--- config.mk ---
export PLATFORM = sky130hd
export DESIGN_NAME = mt_urgency_switch
export DESIGN_NICKNAME = d
export VERILOG_FILES = /design/src/rtl/mtu_pkg.sv /design/src/rtl/urgency_cell.sv /design/src/rtl/quantum_timer.sv /design/src/rtl/switch_ctrl.sv /design/src/rtl/mt_urgency_switch.sv
export SDC_FILE = /design/constraint.sdc
export NUM_CORES = 1
export LEC_CHECK = 0
export ABC_CLOCK_PERIOD_IN_PS = 3100
export BUFFER_PORTS_ARGS = -buffer_cell sky130_fd_sc_hd__buf_2
export CELL_PAD_IN_SITES_DETAIL_PLACEMENT = 1
export CELL_PAD_IN_SITES_GLOBAL_PLACEMENT = 1
export CORE_UTILIZATION = 38
export CTS_CLUSTER_SIZE = 10
export DETAILED_ROUTE_END_ITERATION = 12
export PLACE_DENSITY = 0.79
export SETUP_SLACK_MARGIN = 0.02
export SYNTH_ARGS = -nofsm -noshare
export SYNTH_HDL_FRONTEND = slang
export SYNTH_SLANG_ARGS = --single-unit
--- constraint.sdc ---
create_clock -name clk -period 3.1 [get_ports clk]
set_clock_uncertainty 0.1 [all_clocks]
set_input_delay 0 -clock clk [delete_from_list [all_inputs] [get_ports clk]]
set_output_delay 0 -clock clk [all_outputs]
set_load 0.1 [all_outputs]
--- src/rtl/mtu_pkg.sv ---
package mtu_pkg;
  localparam int NTHR    = 2;
  localparam int URG_W   = 3;
  localparam logic [URG_W-1:0] URG_TOP  = 3'd7;
  localparam logic [URG_W-1:0] URG_INTR = 3'd6;
  localparam logic [URG_W-1:0] URG_CAP  = 3'd5;
  typedef logic [URG_W-1:0] urg_t;
endpackage

--- src/rtl/urgency_cell.sv ---
module urgency_cell
  import mtu_pkg::*;
#(
  parameter urg_t RST_VAL = URG_CAP
) (
  input  logic clk,
  input  logic rst,
  input  logic dec_i,
  input  logic inc_i,
  input  logic set_intr_i,
  input  logic set_top_i,
  output urg_t nxt_o,
  output urg_t cur_o
);
  urg_t lvl_q;
  urg_t lvl_d;

  // Event arithmetic without the expiry preset: this is the value
  // the switch comparison looks at.
  always_comb begin
    lvl_d = lvl_q;
    if (set_intr_i) begin
      lvl_d = URG_INTR;
    end else if (dec_i && !inc_i) begin
      if (lvl_q != '0) lvl_d = lvl_q - 1'b1;
    end else if (inc_i && !dec_i) begin
      if (lvl_q < URG_CAP) lvl_d = lvl_q + 1'b1;
    end
  end

  always_ff @(posedge clk) begin
    if (rst)            lvl_q <= RST_VAL;
    else if (set_top_i) lvl_q <= URG_TOP;
    else                lvl_q <= lvl_d;
  end

  assign nxt_o = lvl_d;
  assign cur_o = lvl_q;
endmodule

--- src/rtl/quantum_timer.sv ---
module quantum_timer #(
  parameter int QW = 8,
  parameter logic [QW-1:0] QRST = 8'd15
) (
  input  logic          clk,
  input  logic          rst,
  input  logic          wr_i,
  input  logic [QW-1:0] val_i,
  input  logic          reload_i,
  output logic          expire_o
);
  logic [QW-1:0] period_q;
  logic [QW-1:0] left_q;

  always_ff @(posedge clk) begin
    if (rst) begin
      period_q <= QRST;
      left_q   <= QRST;
    end else begin
      if (wr_i) period_q <= val_i;
      if (reload_i)          left_q <= period_q;
      else if (left_q != '0) left_q <= left_q - 1'b1;
    end
  end

  assign expire_o = (left_q == '0);
endmodule

--- src/rtl/switch_ctrl.sv ---
module switch_ctrl
  import mtu_pkg::*;
(
  input  logic clk,
  input  logic rst,
  input  logic fg_miss_i,
  input  urg_t fg_nxt_i,
  input  urg_t bg_nxt_i,
  input  logic expire_i,
  output logic swap_o,
  output logic fg_o,
  output logic flush_o
);
  logic fg_q;
  logic flush_q;

  assign swap_o = expire_i || (fg_miss_i && (fg_nxt_i < bg_nxt_i));

  always_ff @(posedge clk) begin
    if (rst) begin
      fg_q    <= 1'b0;
      flush_q <= 1'b0;
    end else begin
      fg_q    <= fg_q ^ swap_o;
      flush_q <= swap_o;
    end
  end

  assign fg_o    = fg_q;
  assign flush_o = flush_q;
endmodule

--- src/rtl/mt_urgency_switch.sv ---
module mt_urgency_switch
  import mtu_pkg::*;
#(
  parameter int QW = 8,
  parameter logic [QW-1:0] QUANTUM_RST = 8'd15,
  localparam int UOUT_W = NTHR * URG_W
) (
  input  logic              clk,
  input  logic              rst,
  input  logic [NTHR-1:0]   miss_i,
  input  logic [NTHR-1:0]   refill_i,
  input  logic [NTHR-1:0]   irq_i,
  input  logic              qset_we,
  input  logic [QW-1:0]     qset_val,
  output logic              fg_o,
  output logic              flush_o,
  output logic [UOUT_W-1:0] urg_o
);
  urg_t nxt_lvl [NTHR];
  urg_t cur_lvl [NTHR];
  logic expire;
  logic swap;
  logic fg_id;

  for (genvar t = 0; t < NTHR; t++) begin : g_thr
    logic is_fg;
    assign is_fg = (fg_id == 1'(t));
    urgency_cell #(.RST_VAL(URG_CAP)) u_cell (
      .clk        (clk),
      .rst        (rst),
      .dec_i      (miss_i[t]),
      .inc_i      (refill_i[t]),
      .set_intr_i (irq_i[t] && !is_fg),
      .set_top_i  (expire && is_fg),
      .nxt_o      (nxt_lvl[t]),
      .cur_o      (cur_lvl[t])
    );
    assign urg_o[t*URG_W +: URG_W] = cur_lvl[t];
  end

  quantum_timer #(.QW(QW), .QRST(QUANTUM_RST)) u_qt (
    .clk      (clk),
    .rst      (rst),
    .wr_i     (qset_we),
    .val_i    (qset_val),
    .reload_i (swap),
    .expire_o (expire)
  );

  switch_ctrl u_sw (
    .clk       (clk),
    .rst       (rst),
    .fg_miss_i (miss_i[fg_id] && !refill_i[fg_id]),
    .fg_nxt_i  (nxt_lvl[fg_id]),
    .bg_nxt_i  (nxt_lvl[!fg_id]),
    .expire_i  (expire),
    .swap_o    (swap),
    .fg_o      (fg_id),
    .flush_o   (flush_o)
  );

  assign fg_o = fg_id;
endmodule

==> out/results.ini <==
[run_status]
status=complete, but fails checks
violations=setup timing

[setup_path]
cp-startpoint=g_thr[0].u_cell.cur_o[0]
cp_max_fo=6
crit_top_cell=ha_4
critPathArrivalTime_ns=3.24
cp.depth=13
rrSetupSlack_ns=-0.07
crit_buf_inv=1
path_delay_family=compound AO/OA/AOI/OAI gates
cp-start-kind=flip-flop
end_kind=flip-flop
slowest_delay_ns=0.39
reg2reg_to=u_qt.left_q[7]
worstSetupPathType=flip-flop to flip-flop
worst-r2r-cell-count=13
crit_chain=inv_4 -> ha_4 -> ha_4 -> o21ai_0 -> o311ai_2 -> o21ai_1 -> mux2i_1 -> ha_2 -> a221oi_2 -> nand2b_1 -> o41ai_2 -> a21o_2 -> mux2_4
r2r-start=g_thr[0].u_cell.cur_o[0]
required_ns=3.17
endpoint=u_qt.left_q[7]
crit_path_top_delay_cell=dfxtp_4

[pwr]
p_seq_share_pct=31.9
p_leak_nw=0.909
intPower_mw=0.790
powerDensity_nw_per_um2=636
peakVddDrop_v=0.000234
combPwrFrac_pct=52.7
clockPowerShare_pct=15.3
sw_frac_of_total_pct=42.8
switching_power_mw=0.592

[sta]
fin_crit_sh_pct=102
fin_hold_ws_ns=0.0299
finalHoldViolations=0
finalSetupTns_ns=-0.352
worst_pin_slew_ns=0.506
fin_ws_ns=-0.0737
rsz0062_at_grt=true
finalSetupViolations=7
slew_headroom_pct=66.3
fmax_ghz=0.315
slew_viol_final=0
finalCriticalPeriod_ns=3.17

[logic_synthesis]
synth_top_area_share_pct=31.1
yosys.area_share.simple_pct=20.5
netlist_area_um2=1540
synth_edf_count=0
synth_warnings=0
synth.area.mux_share_pct=9.72
synth_top_area_cell=dfxtp_1
ys_seq_area_share_pct=31.1
syn_inst=181
syn_avg_cell_area_um2=8.53
synth-adder-area-share_pct=8.91
synthTopCellsByArea=dfxtp_1, ha_1, mux2i_1
synth_xor_area_share_pct=2.27
ys.flop_type=dfxtp_1
synth_top_family_by_area=compound AO/OA/AOI/OAI gates
syn_nets=209
synth_seq_cells=24
yosysUniqueCellTypes=43
synth_compound_area_share_pct=20.8
synthArstFlopShare_pct=0

[clocking]
insertion_delay_ns=0.27
clockRootBuffer=clkbuf_8
cts_tree=yes
cts_sinks=24
clockBufferDepth=2
cts_max_level=1
numCtsBuffers=3
clk_pin_slew_ns=0.08

[floorplan]
io_pins=25
fp.coreArea_um2=3770
die_w_um=65.7
die_area_um2=4320
die_height_um=65.7
initial_utilization_pct=40.9
rows=22

[job]
cap_violations=0

[final_layout]
multi_input_comb_area_um2=1100
final_cells=280
layout_commonest_cell=buf_2
drive_gt1_share_pct=40.1
regArea_um2=502
n_fill_cell=449
utilization_pct=57.6
layout_common_cells=buf_2, buf_4, nor2_1
nNetsFinal=261
syn_to_final_growth_pct=40.8
diodes=0

[global_route]
track_usage_pct=20.5
grt_pass1_vias=1518
grt_pass1_wl_um=6780
overflow=0
grt_max_degree=32
grt_antenna_before_repair=0

[placement]
place_ws_ns=-0.307
dp_hpwl_um=2870
dp.cells=257
port_buffers=24
globalplace.congestion=0.791

[detailed_routing]
dr.pass1.iters=4
routedWlPerCell_um=15.1
vias_per_cell=5.34
antenna_left=0
drc=0
vias=1495
wirelength_um=4240
drt_iter0_drc=39

[worst_hold_path]
hold_path_class=primary input to flip-flop

-- through the flow --
step	cell area [um2]	power, mW
3_3_place_gp	1830	1.02
6_report	2170	1.38
2_1_floorplan	1610	0.903
3_5_place_dp	1830	1.05
4_1_cts	2120	1.36
5_1_grt	2170	1.47
-- flip-flops by register name, summed over array words and instances (netlist names) --
| register | cells |
|---|---|
| g_thr.u_cell.cur_o | 6 |
| u_qt.left_q | 8 |
| u_qt.period_q | 8 |
| u_sw.fg_o | 1 |
| u_sw.flush_o | 1 |
-- Yosys cell counts, types with 3 or more instances --
cell type,count
nor2_1,21
o21ai_0,6
nor2b_1,10
dfxtp_1,24
mux2i_1,9
clkbuf_1,5
o31ai_1,3
mux2_4,4
nor4_1,4
nor3_1,3
a21oi_1,10
inv_1,12
a211o_1,5
nand2_1,15
ha_1,11
a211oi_1,3
-- final cells by class --
type | instances | share of cell area [%]
Inverter | 12 | 2.59
Clock buffer | 4 | 2.53
Tap cell | 48 | 2.76
Sequential cell | 24 | 23.1
Timing Repair Buffer | 57 | 18.3
Multi-Input combinational cell | 135 | 50.7
-- kinds of logic (layout without fill, tap and decap cells) --
kind of cell / Yosys count / in the layout
and+or+nand+nor: 64 / 64
AOI/OAI and AO/OA: 43 / 43
DFF: 24 / 24
buffers and inverters: 22 / 73
muxes: 13 / 13
adders and majority gates: 11 / 11
xor gates and xnor gates: 4 / 4
-- power by group through the flow --
stage	Sequential (mW)	Combinational, mW	Clock [mW]
2_1_floorplan	0.563	0.339	0
3_3_place_gp	0.432	0.585	0
3_5_place_dp	0.437	0.612	0
4_1_cts	0.436	0.699	0.221
5_1_grt	0.451	0.786	0.232
6_report	0.441	0.729	0.212
-- timing repair --
item / CTS / global route
buffers inserted: 8 / 2
hold buffers: 9 / 0
gates resized for setup: 23 / 8
hold endpoints to repair: 9 / 0
pin swaps: 13 / 8
setup endpoints to repair: 9 / 9
-- worst min-delay path by stage --
stage | startpoint | endpoint | slack [ns] | cells past startpoint
2_1_floorplan | qset_val[3] | u_qt.period_q[3] | 0.02 | 1
3_3_place_gp | qset_val[3] | u_qt.period_q[3] | 0.10 | 2
3_5_place_dp | qset_val[3] | u_qt.period_q[3] | 0.11 | 2
4_1_cts | irq_i[0] | g_thr[0].u_cell.cur_o[1] | 0.02 | 3
5_1_grt | irq_i[0] | g_thr[0].u_cell.cur_o[2] | 0.04 | 3
6_report | irq_i[0] | g_thr[0].u_cell.cur_o[1] | 0.03 | 3
-- tightest hold or removal path: cells and delay by family --
| family | cells | cell delay, ns |
|---|---|---|
| compound gates | 2 | 0.24 |
| buf+inv | 1 | 0.12 |
-- layer usage --
layer	GRT usage, %	share of wire (%)	vias to the layer above
li1	-	-	743
met1	20.8	40	718
met2	41.5	56	27
met3	2.26	2.5	7
met4	7.88	1.9	0
met5	0	0	-
Power figures use the tool's default switching activity.
